--- src/rtl/twi_pkg.sv ---
package twi_pkg;
  // Bit positions inside the control register that gate the tuner bus
  localparam int BRG_EN_BIT  = 0;
  localparam int SER_SEL_BIT = 2;

  typedef enum logic [2:0] {
    ST_IDLE,
    ST_ADDR,
    ST_AACK,
    ST_RX,
    ST_WACK,
    ST_TX,
    ST_RACK,
    ST_IGNORE
  } twi_state_t;
endpackage

--- src/rtl/twi_in_sync.sv ---
// Two-flop synchroniser for both bus lines plus edge and START/STOP decode
module twi_in_sync #(
  parameter int STAGES = 2
) (
  input  logic clk,
  input  logic rst_n,
  input  logic scl_in,
  input  logic sda_in,
  output logic scl_s,
  output logic sda_s,
  output logic scl_rise,
  output logic scl_fall,
  output logic start_ev,
  output logic stop_ev
);
  logic [STAGES-1:0] scl_ff_q, sda_ff_q;
  logic              scl_prev_q, sda_prev_q;

  always_ff @(posedge clk or negedge rst_n) begin
    if (!rst_n) begin
      scl_ff_q   <= '1;
      sda_ff_q   <= '1;
      scl_prev_q <= 1'b1;
      sda_prev_q <= 1'b1;
    end else begin
      scl_ff_q   <= {scl_ff_q[STAGES-2:0], scl_in};
      sda_ff_q   <= {sda_ff_q[STAGES-2:0], sda_in};
      scl_prev_q <= scl_ff_q[STAGES-1];
      sda_prev_q <= sda_ff_q[STAGES-1];
    end
  end

  assign scl_s    = scl_ff_q[STAGES-1];
  assign sda_s    = sda_ff_q[STAGES-1];
  assign scl_rise = scl_s & ~scl_prev_q;
  assign scl_fall = ~scl_s & scl_prev_q;
  // SDA may only move with SCL high at a START or a STOP
  assign start_ev = scl_s & scl_prev_q & sda_prev_q & ~sda_s;
  assign stop_ev  = scl_s & scl_prev_q & ~sda_prev_q & sda_s;
endmodule

--- src/rtl/twi_regbank.sv ---
// Byte-wide register file with one write port and one combinational read port
module twi_regbank #(
  parameter int DATA_W    = 8,
  parameter int PTR_W     = 8,
  parameter int CTRL_ADDR = 'h56,
  parameter int CTRL_RST  = 'h04
) (
  input  logic              clk,
  input  logic              rst_n,
  input  logic              we,
  input  logic [PTR_W-1:0]  waddr,
  input  logic [DATA_W-1:0] wdata,
  input  logic [PTR_W-1:0]  raddr,
  output logic [DATA_W-1:0] rdata,
  output logic              bridge_en,
  output logic              pin_serial_sel
);
  import twi_pkg::*;
  localparam int DEPTH = 1 << PTR_W;

  logic [DATA_W-1:0] mem_q [DEPTH];

  always_ff @(posedge clk or negedge rst_n) begin
    if (!rst_n) begin
      for (int i = 0; i < DEPTH; i++)
        mem_q[i] <= (i == CTRL_ADDR) ? DATA_W'(CTRL_RST) : '0;
    end else if (we) begin
      mem_q[waddr] <= wdata;
    end
  end

  assign rdata          = mem_q[raddr];
  assign pin_serial_sel = mem_q[CTRL_ADDR][SER_SEL_BIT];
  assign bridge_en      = mem_q[CTRL_ADDR][BRG_EN_BIT] & mem_q[CTRL_ADDR][SER_SEL_BIT];
endmodule

--- src/rtl/twi_slave_fsm.sv ---
// Bit-level protocol engine: address match, acknowledge, pointer rules
module twi_slave_fsm #(
  parameter int DATA_W = 8,
  parameter int PTR_W  = 8,
  parameter int ADDR_W = 7
) (
  input  logic              clk,
  input  logic              rst_n,
  input  logic              sda_s,
  input  logic              scl_rise,
  input  logic              scl_fall,
  input  logic              start_ev,
  input  logic              stop_ev,
  input  logic [ADDR_W-1:0] dev_addr,
  input  logic [DATA_W-1:0] rdata,
  output logic [PTR_W-1:0]  ptr,
  output logic              wr_en,
  output logic [DATA_W-1:0] wr_data,
  output logic              sda_oe,
  output logic              addressed,
  output logic              ignoring
);
  import twi_pkg::*;
  localparam int CNT_W = $clog2(DATA_W + 1);
  localparam logic [CNT_W-1:0] LAST = CNT_W'(DATA_W);

  twi_state_t        st_q, st_d;
  logic [CNT_W-1:0]  cnt_q, cnt_d;
  logic [DATA_W-1:0] sr_q, sr_d;
  logic [PTR_W-1:0]  ptr_q, ptr_d;
  logic              first_q, first_d, rw_q, rw_d, adr_q, adr_d;
  logic              oe_q, oe_d, nack_q, nack_d;

  always_comb begin
    st_d = st_q; cnt_d = cnt_q; sr_d = sr_q; ptr_d = ptr_q;
    first_d = first_q; rw_d = rw_q; adr_d = adr_q; oe_d = oe_q;
    nack_d = nack_q; wr_en = 1'b0;
    if (stop_ev) begin
      st_d = ST_IDLE;
      oe_d = 1'b0;
      if (adr_q) begin
        ptr_d = '0;
        adr_d = 1'b0;
      end
    end else if (start_ev) begin
      st_d  = ST_ADDR;
      cnt_d = '0;
      oe_d  = 1'b0;
    end else begin
      unique case (st_q)
        ST_ADDR: begin
          if (scl_rise) begin
            sr_d  = {sr_q[DATA_W-2:0], sda_s};
            cnt_d = cnt_q + 1'b1;
          end else if (scl_fall && cnt_q == LAST) begin
            if (sr_q[DATA_W-1:1] == dev_addr) begin
              st_d = ST_AACK; oe_d = 1'b1; rw_d = sr_q[0];
              adr_d = 1'b1; first_d = 1'b1;
            end else begin
              st_d = ST_IGNORE;
            end
          end
        end
        ST_AACK: if (scl_fall) begin
          cnt_d = '0;
          if (rw_q) begin
            st_d = ST_TX; sr_d = rdata; oe_d = ~rdata[DATA_W-1];
          end else begin
            st_d = ST_RX; oe_d = 1'b0;
          end
        end
        ST_RX: begin
          if (scl_rise) begin
            sr_d  = {sr_q[DATA_W-2:0], sda_s};
            cnt_d = cnt_q + 1'b1;
          end else if (scl_fall && cnt_q == LAST) begin
            st_d = ST_WACK; oe_d = 1'b1;
            if (first_q) begin
              ptr_d = sr_q[PTR_W-1:0]; first_d = 1'b0;
            end else begin
              wr_en = 1'b1; ptr_d = ptr_q + 1'b1;
            end
          end
        end
        ST_WACK: if (scl_fall) begin
          st_d = ST_RX; cnt_d = '0; oe_d = 1'b0;
        end
        ST_TX: begin
          if (scl_rise) begin
            cnt_d = cnt_q + 1'b1;
          end else if (scl_fall) begin
            if (cnt_q == LAST) begin
              st_d = ST_RACK; oe_d = 1'b0; ptr_d = ptr_q + 1'b1;
            end else begin
              sr_d = {sr_q[DATA_W-2:0], 1'b0}; oe_d = ~sr_q[DATA_W-2];
            end
          end
        end
        ST_RACK: begin
          if (scl_rise) begin
            nack_d = sda_s;
          end else if (scl_fall) begin
            if (nack_q) begin
              st_d = ST_IGNORE;
            end else begin
              st_d = ST_TX; cnt_d = '0; sr_d = rdata; oe_d = ~rdata[DATA_W-1];
            end
          end
        end
        default: ;
      endcase
    end
  end

  always_ff @(posedge clk or negedge rst_n) begin
    if (!rst_n) begin
      st_q <= ST_IDLE; cnt_q <= '0; sr_q <= '0; ptr_q <= '0;
      first_q <= 1'b0; rw_q <= 1'b0; adr_q <= 1'b0; oe_q <= 1'b0; nack_q <= 1'b0;
    end else begin
      st_q <= st_d; cnt_q <= cnt_d; sr_q <= sr_d; ptr_q <= ptr_d;
      first_q <= first_d; rw_q <= rw_d; adr_q <= adr_d; oe_q <= oe_d; nack_q <= nack_d;
    end
  end

  assign ptr       = ptr_q;
  assign wr_data   = sr_q;
  assign sda_oe    = oe_q;
  assign addressed = adr_q;
  assign ignoring  = (st_q == ST_IGNORE);
endmodule

--- src/rtl/twi_regslave.sv ---
module twi_regslave #(
  parameter int STRAP_W   = 5,
  parameter int ADDR_W    = 7,
  parameter int DATA_W    = 8,
  parameter int PTR_W     = 8,
  parameter int CTRL_ADDR = 'h56,
  parameter int CTRL_RST  = 'h04
) (
  input  logic               clk,
  input  logic               rst_n,
  input  logic [STRAP_W-1:0] strap_addr,
  input  logic               scl_in,
  input  logic               sda_in,
  output logic               sda_oe,
  output logic               bridge_en,
  output logic               pin_serial_sel
);
  localparam int FIXED_W = ADDR_W - STRAP_W;

  logic scl_s, sda_s, scl_rise, scl_fall, start_ev, stop_ev;
  logic [STRAP_W-1:0] strap_q;
  logic               addr_vld;
  logic [ADDR_W-1:0]  dev_addr;
  logic [PTR_W-1:0]   ptr;
  logic               wr_en, addressed, ignoring;
  logic [DATA_W-1:0]  wr_data, rdata;

  // Capture the strap value once, on the first clock after reset release
  always_ff @(posedge clk or negedge rst_n) begin
    if (!rst_n) begin
      strap_q  <= '0;
      addr_vld <= 1'b0;
    end else if (!addr_vld) begin
      strap_q  <= strap_addr;
      addr_vld <= 1'b1;
    end
  end
  assign dev_addr = {{FIXED_W{1'b0}}, strap_q};

  twi_in_sync #(.STAGES(2)) u_sync (
    .clk(clk), .rst_n(rst_n), .scl_in(scl_in), .sda_in(sda_in),
    .scl_s(scl_s), .sda_s(sda_s), .scl_rise(scl_rise), .scl_fall(scl_fall),
    .start_ev(start_ev), .stop_ev(stop_ev)
  );

  twi_slave_fsm #(.DATA_W(DATA_W), .PTR_W(PTR_W), .ADDR_W(ADDR_W)) u_fsm (
    .clk(clk), .rst_n(rst_n), .sda_s(sda_s), .scl_rise(scl_rise),
    .scl_fall(scl_fall), .start_ev(start_ev), .stop_ev(stop_ev),
    .dev_addr(dev_addr), .rdata(rdata), .ptr(ptr), .wr_en(wr_en),
    .wr_data(wr_data), .sda_oe(sda_oe), .addressed(addressed), .ignoring(ignoring)
  );

  twi_regbank #(.DATA_W(DATA_W), .PTR_W(PTR_W), .CTRL_ADDR(CTRL_ADDR),
                .CTRL_RST(CTRL_RST)) u_bank (
    .clk(clk), .rst_n(rst_n), .we(wr_en), .waddr(ptr), .wdata(wr_data),
    .raddr(ptr), .rdata(rdata), .bridge_en(bridge_en), .pin_serial_sel(pin_serial_sel)
  );
endmodule

--- config.mk ---
export PLATFORM = sky130hd
export DESIGN_NAME = twi_regslave
export DESIGN_NICKNAME = d
export VERILOG_FILES = /design/src/rtl/twi_pkg.sv /design/src/rtl/twi_in_sync.sv /design/src/rtl/twi_regbank.sv /design/src/rtl/twi_slave_fsm.sv /design/src/rtl/twi_regslave.sv
export SDC_FILE = /design/constraint.sdc
export NUM_CORES = 2
export LEC_CHECK = 0
export BUFFER_PORTS_ARGS = -buffer_cell sky130_fd_sc_hd__buf_2
export CORE_UTILIZATION = 35
export CTS_CLUSTER_DIAMETER = 150
export DETAILED_ROUTE_END_ITERATION = 12
export GPL_ROUTABILITY_DRIVEN = 0
export HOLD_SLACK_MARGIN = 0.06
export PLACE_DENSITY_LB_ADDON = 0.1
export SLEW_MARGIN = 0
export SYNTH_ARGS = -nofsm -noshare
export SYNTH_HDL_FRONTEND = slang
export SYNTH_SLANG_ARGS = --single-unit
--- constraint.sdc ---
create_clock -name clk -period 3.8 [get_ports clk]
set_input_delay 0.38 -clock clk [delete_from_list [all_inputs] [get_ports clk]]
set_output_delay 0.38 -clock clk [all_outputs]
set_load 0.01 [all_outputs]
==> impl_metrics.prom <==
# TYPE chip_impl_metric gauge
chip_impl_info{name="outcome",value="finished clean"} 1
chip_impl_metric{name="cts_num_sinks",unit=""} 2088
chip_impl_metric{name="synthesis.instances",unit=""} 6044
chip_impl_metric{name="timing.slew.headroom",unit=""} 0.0735
chip_impl_metric{name="max_cap_violations",unit=""} 0
chip_impl_metric{name="synth_xor_xnor_area_share",unit=""} 0.000277
chip_impl_metric{name="sum_of_internal_switching_and_leakage_power",unit="W"} 0.0502
chip_impl_metric{name="num_rows",unit=""} 190
chip_impl_metric{name="peakVddDrop",unit="uV"} 582
chip_impl_metric{name="initial_core_util",unit=""} 0.353
chip_impl_metric{name="number_of_antenna_violations_at_the_first_check_in_global_routing",unit=""} 11
chip_impl_metric{name="ctsHtreeMaxLevel",unit=""} 4
chip_impl_metric{name="globalRoute.totalOverflow",unit=""} 0
chip_impl_metric{name="finalHoldViolCount",unit=""} 0
chip_impl_metric{name="setup_viol",unit=""} 0
chip_impl_metric{name="end_of_flow_core_utilization",unit=""} 0.402
chip_impl_metric{name="leakagePower",unit="nW"} 50.8
chip_impl_info{name="grt_setup_unrepaired",value="no"} 1
chip_impl_metric{name="detail_route.wl_per_cell",unit="um"} 29.3
chip_impl_metric{name="cts-buffers-inserted",unit=""} 243
chip_impl_metric{name="num_io_pins",unit=""} 12
chip_impl_metric{name="yosys.area_share.adder",unit=""} 0.000792
chip_impl_metric{name="io_buffer_count",unit=""} 11
chip_impl_info{name="crit_chain",value="buf_12 -> buf_12 -> mux4_2 -> mux4_2 -> mux2i_1 -> o32ai_1 -> nor3_1 -> buf_4 -> a22oi_1 -> mux2_2"} 1
chip_impl_metric{name="die_h",unit="um"} 523
chip_impl_info{name="cts_tree",value="yes"} 1
chip_impl_metric{name="dpl.hpwl",unit="um"} 179000
chip_impl_metric{name="ys_warn_count",unit=""} 0
chip_impl_metric{name="grt_max_degree",unit=""} 183
chip_impl_metric{name="final.period_utilization",unit=""} 0.961
chip_impl_metric{name="layout-drive-gt1-share",unit=""} 0.520
chip_impl_info{name="synth_flop_cell",value="sky130_fd_sc_hd__dfrtp_1"} 1
chip_impl_metric{name="max-clock-path-buffers",unit=""} 4
chip_impl_metric{name="synth-edff-count",unit=""} 0
chip_impl_metric{name="areaGrowthSynthToFinish",unit="%"} 13.8
chip_impl_info{name="root_buffer",value="sky130_fd_sc_hd__clkbuf_16"} 1
chip_impl_metric{name="syn-num-nets",unit=""} 6059
chip_impl_metric{name="slowest_delay",unit="ps"} 610
chip_impl_metric{name="final_period_minus_worst_setup_slack",unit="ps"} 3650
chip_impl_metric{name="number_of_vias_after_detailed_routing",unit=""} 54300
chip_impl_metric{name="synthesis.area_per_instance",unit="um2"} 15.7
chip_impl_metric{name="final_cell_area",unit="um2"} 108000
chip_impl_metric{name="globalRouteTotalUtil",unit=""} 0.213
chip_impl_metric{name="sequential_to_total_area_share_from_yosys_stat",unit=""} 0.551
chip_impl_info{name="path_class",value="reg -> reg"} 1
chip_impl_metric{name="cp.arrival",unit="ps"} 4440
chip_impl_metric{name="clk_pin_slew",unit="ps"} 60
chip_impl_info{name="critical_path.startpoint_type",value="flop"} 1
chip_impl_metric{name="drtPass1Iterations",unit=""} 7
chip_impl_metric{name="cts_setup_buffers",unit=""} 0
chip_impl_metric{name="synth_cell_types",unit=""} 66
chip_impl_metric{name="placed_area",unit="um2"} 100000
chip_impl_info{name="type_of_destination_of_the_critical_path",value="flop"} 1
chip_impl_metric{name="combined_area_of_all_synthesized_cells",unit="um2"} 94800
chip_impl_metric{name="timing_worst_slew_pin_value",unit="ps"} 1390
chip_impl_metric{name="number_of_buffers_and_inverters_on_the_critical_path",unit=""} 3
chip_impl_metric{name="detail_route.drc_violations",unit=""} 0
chip_impl_metric{name="design.core.area",unit="um2"} 269000
chip_impl_metric{name="antenna_left",unit=""} 0
chip_impl_info{name="critPathTopFamily",value="multiplexers"} 1
chip_impl_metric{name="clkLatencyLatePin",unit="ps"} 920
chip_impl_metric{name="ys_ff_latch",unit=""} 2088
chip_impl_metric{name="synthSimpleGateAreaFrac",unit=""} 0.0213
chip_impl_metric{name="clock.fmax",unit="MHz"} 274
chip_impl_metric{name="fin_setup_tns",unit="ps"} 0
chip_impl_metric{name="power.density",unit="nW/um2"} 465
chip_impl_metric{name="mux_share_of_post_synthesis_cell_area",unit=""} 0.380
chip_impl_metric{name="synth_async_sr_flop_share",unit=""} 1.00
chip_impl_metric{name="grt_first_pass_wirelength",unit="um"} 427000
chip_impl_metric{name="chipWidth",unit="um"} 523
chip_impl_info{name="synth_top_family_by_area",value="multiplexers"} 1
chip_impl_metric{name="die_footprint",unit="um2"} 273000
chip_impl_metric{name="finalMaxSlewViolations",unit=""} 0
chip_impl_metric{name="layout.nets",unit=""} 6101
chip_impl_metric{name="postRouteWirelength",unit="um"} 287000
chip_impl_metric{name="share_of_the_synthesized_area_in_compound_gates_ao_oa_aoi_oai",unit=""} 0.0245
chip_impl_metric{name="viasPerCell",unit=""} 5.52
chip_impl_info{name="worstHoldPathType",value="in -> reg"} 1
chip_impl_metric{name="finClkSkew",unit="ps"} 90.2
chip_impl_metric{name="vias_in_the_first_global_route",unit=""} 57200
chip_impl_metric{name="drtIter0Drc",unit=""} 3442
chip_impl_metric{name="crit_required",unit="ps"} 4590
chip_impl_metric{name="worst-path-max-fanout",unit=""} 29
chip_impl_info{name="cp_slowest_cell",value="sky130_fd_sc_hd__mux4_2"} 1
state kept, by name, summed over array words and instances, names as in the netlist:
name                   cells
u_bank.pin_serial_sel      1
u_fsm.wr_data              8
u_sync.sda_prev_q          1
u_sync.sda_ff_q            2
u_sync.scl_prev_q          1
u_fsm.sda_oe               1
u_fsm.rw_q                 1
addr_vld                   1
u_fsm.first_q              1
u_fsm.cnt_q                4
u_bank.mem_q            2047
u_fsm.addressed            1
u_fsm.nack_q               1
strap_q                    5
u_fsm.ptr                  8
u_fsm.st_q                 3
u_sync.scl_ff_q            2
kinds of logic after synthesis:
group                    count (synthesis)
flip-flops                            2088
other                                    1
adder cells (fa/ha/maj)                  6
AND/OR/NAND/NOR                        467
multiplexers                          2645
AO/OA/AOI/OAI                          346
buffers and inverters                  488
XOR/XNOR                                 3
layout make-up:
class | instances | area [um2]
flip-flops and latches | 2088 | 52300
clock inverters | 40 | 432
diodes | 3 | 7.51
repair buffers | 271 | 2800
clock buffers | 388 | 7340
multi-input cells | 3468 | 40500
well taps | 3552 | 4440
inverters | 14 | 52.6
fillers | 24700 | 161000
worst register-to-register path: cells and delay by family, from the launching register on:
family	cells	cell delay [ps]
buffers and inverters	3	650
AO/OA/AOI/OAI	2	320
multiplexers	4	1840
flip-flops	1	470
AND/OR/NAND/NOR	1	270
timing repair:
action | CTS | global route
gates resized for setup | 3 | 3
hold buffers | 11 | 0
hold endpoints to repair | 719 | 0
endpoints found under the setup margin | 3 | 2
cloned | 0 | 0
worst paths after layout:
check                      cells past startpoint                         start                             end  slack, ps
max in group asynchronous                      3                         rst_n   u_bank.mem_q[206]$_DFFE_PN0P_       2350
max                                           10      u_fsm.ptr[0]$_DFFE_PN0P_    u_fsm.wr_data[1]$_DFFE_PN0P_        150
max reg2reg                                   10      u_fsm.ptr[0]$_DFFE_PN0P_    u_fsm.wr_data[1]$_DFFE_PN0P_        150
min                                            3                 strap_addr[0]          strap_q[0]$_DFFE_PN0N_        250
min in group asynchronous                      3                         rst_n  u_bank.mem_q[1541]$_DFFE_PN0P_        290
min reg2reg                                    0  u_sync.sda_ff_q[0]$_DFF_PN1_    u_sync.sda_ff_q[1]$_DFF_PN1_        380
cell usage after synthesis, types with 7 or more instances:
cell type / n / area (um2)
sky130_fd_sc_hd__a211oi_1: 9 / 67.6
sky130_fd_sc_hd__a21oi_1: 87 / 435
sky130_fd_sc_hd__a22oi_1: 138 / 1040
sky130_fd_sc_hd__and2_1: 16 / 100
sky130_fd_sc_hd__and3_1: 9 / 56.3
sky130_fd_sc_hd__buf_1: 28 / 105
sky130_fd_sc_hd__buf_2: 63 / 315
sky130_fd_sc_hd__buf_4: 23 / 173
sky130_fd_sc_hd__buf_6: 17 / 191
sky130_fd_sc_hd__clkbuf_1: 343 / 1290
sky130_fd_sc_hd__dfrtp_1: 2081 / 52100
sky130_fd_sc_hd__dfstp_2: 7 / 184
sky130_fd_sc_hd__inv_1: 13 / 48.8
sky130_fd_sc_hd__mux2_1: 31 / 349
sky130_fd_sc_hd__mux2_2: 2044 / 23000
sky130_fd_sc_hd__mux2i_1: 17 / 170
sky130_fd_sc_hd__mux4_2: 553 / 12500
sky130_fd_sc_hd__nand2_1: 300 / 1130
sky130_fd_sc_hd__nand2b_1: 14 / 87.6
sky130_fd_sc_hd__nand3_1: 20 / 100
sky130_fd_sc_hd__nor2_1: 55 / 206
sky130_fd_sc_hd__nor2b_1: 10 / 62.6
sky130_fd_sc_hd__nor3_1: 11 / 55.1
sky130_fd_sc_hd__nor3b_1: 7 / 52.6
sky130_fd_sc_hd__nor4_1: 11 / 68.8
sky130_fd_sc_hd__o21ai_0: 33 / 165
sky130_fd_sc_hd__o22ai_1: 14 / 87.6
per-layer routing:
layer	track usage	share of wire	vias to the layer above
met1	0.308	0.47	30100
met3	0.0291	0.038	389
met4	0.0548	0.026	0
met2	0.336	0.47	933
met5	0	0	-
li1	-	-	22800
cell usage in the layout (no fill, tap or decap), types with 5 or more instances in the layout:
cell type,n
sky130_fd_sc_hd__dlygate4sd3_1,10
sky130_fd_sc_hd__nor3_1,11
sky130_fd_sc_hd__a21oi_1,87
sky130_fd_sc_hd__and2_2,12
sky130_fd_sc_hd__nand3_1,20
sky130_fd_sc_hd__buf_2,10
sky130_fd_sc_hd__o21ai_0,33
sky130_fd_sc_hd__ha_1,6
sky130_fd_sc_hd__nand2b_1,12
sky130_fd_sc_hd__buf_12,61
sky130_fd_sc_hd__nand2_1,299
sky130_fd_sc_hd__mux2i_1,17
sky130_fd_sc_hd__o22ai_1,14
sky130_fd_sc_hd__o31ai_1,6
sky130_fd_sc_hd__dfrtp_1,2067
sky130_fd_sc_hd__buf_4,190
sky130_fd_sc_hd__mux4_2,553
sky130_fd_sc_hd__nor4_1,7
sky130_fd_sc_hd__a22oi_1,136
sky130_fd_sc_hd__nor2b_1,8
sky130_fd_sc_hd__o211ai_1,5
sky130_fd_sc_hd__clkbuf_16,247
sky130_fd_sc_hd__bufinv_16,6
sky130_fd_sc_hd__and3_1,5
sky130_fd_sc_hd__a211oi_1,9
sky130_fd_sc_hd__a32oi_1,6
sky130_fd_sc_hd__mux2_2,2044
sky130_fd_sc_hd__clkbuf_8,63
sky130_fd_sc_hd__dfrtp_4,13
sky130_fd_sc_hd__clkinv_2,26
sky130_fd_sc_hd__nor2_1,54
sky130_fd_sc_hd__dfstp_2,7
sky130_fd_sc_hd__clkbuf_1,78
sky130_fd_sc_hd__mux2_1,31
sky130_fd_sc_hd__nor3b_1,7
sky130_fd_sc_hd__inv_1,13
sky130_fd_sc_hd__a31oi_1,6
metrics by stage:
stage / instances / worst slack, ps / hold WS, ps
3_5_place_dp: 9382 / -111 / 341
4_1_cts: 9821 / 10.0 / 184
5_1_grt: 9824 / 1.03 / 234
2_1_floorplan: 6044 / 786 / 84.4
3_3_place_gp: 9382 / -103 / 341
6_report: 9824 / 147 / 252
power by group:
group / total [W] / switching [W] / internal (W)
logic: 0.00429 / 0.00365 / 0.000649
registers: 0.0229 / 0.000588 / 0.0223
clock network: 0.0230 / 0.00948 / 0.0135
Power figures use the tool's default switching activity.
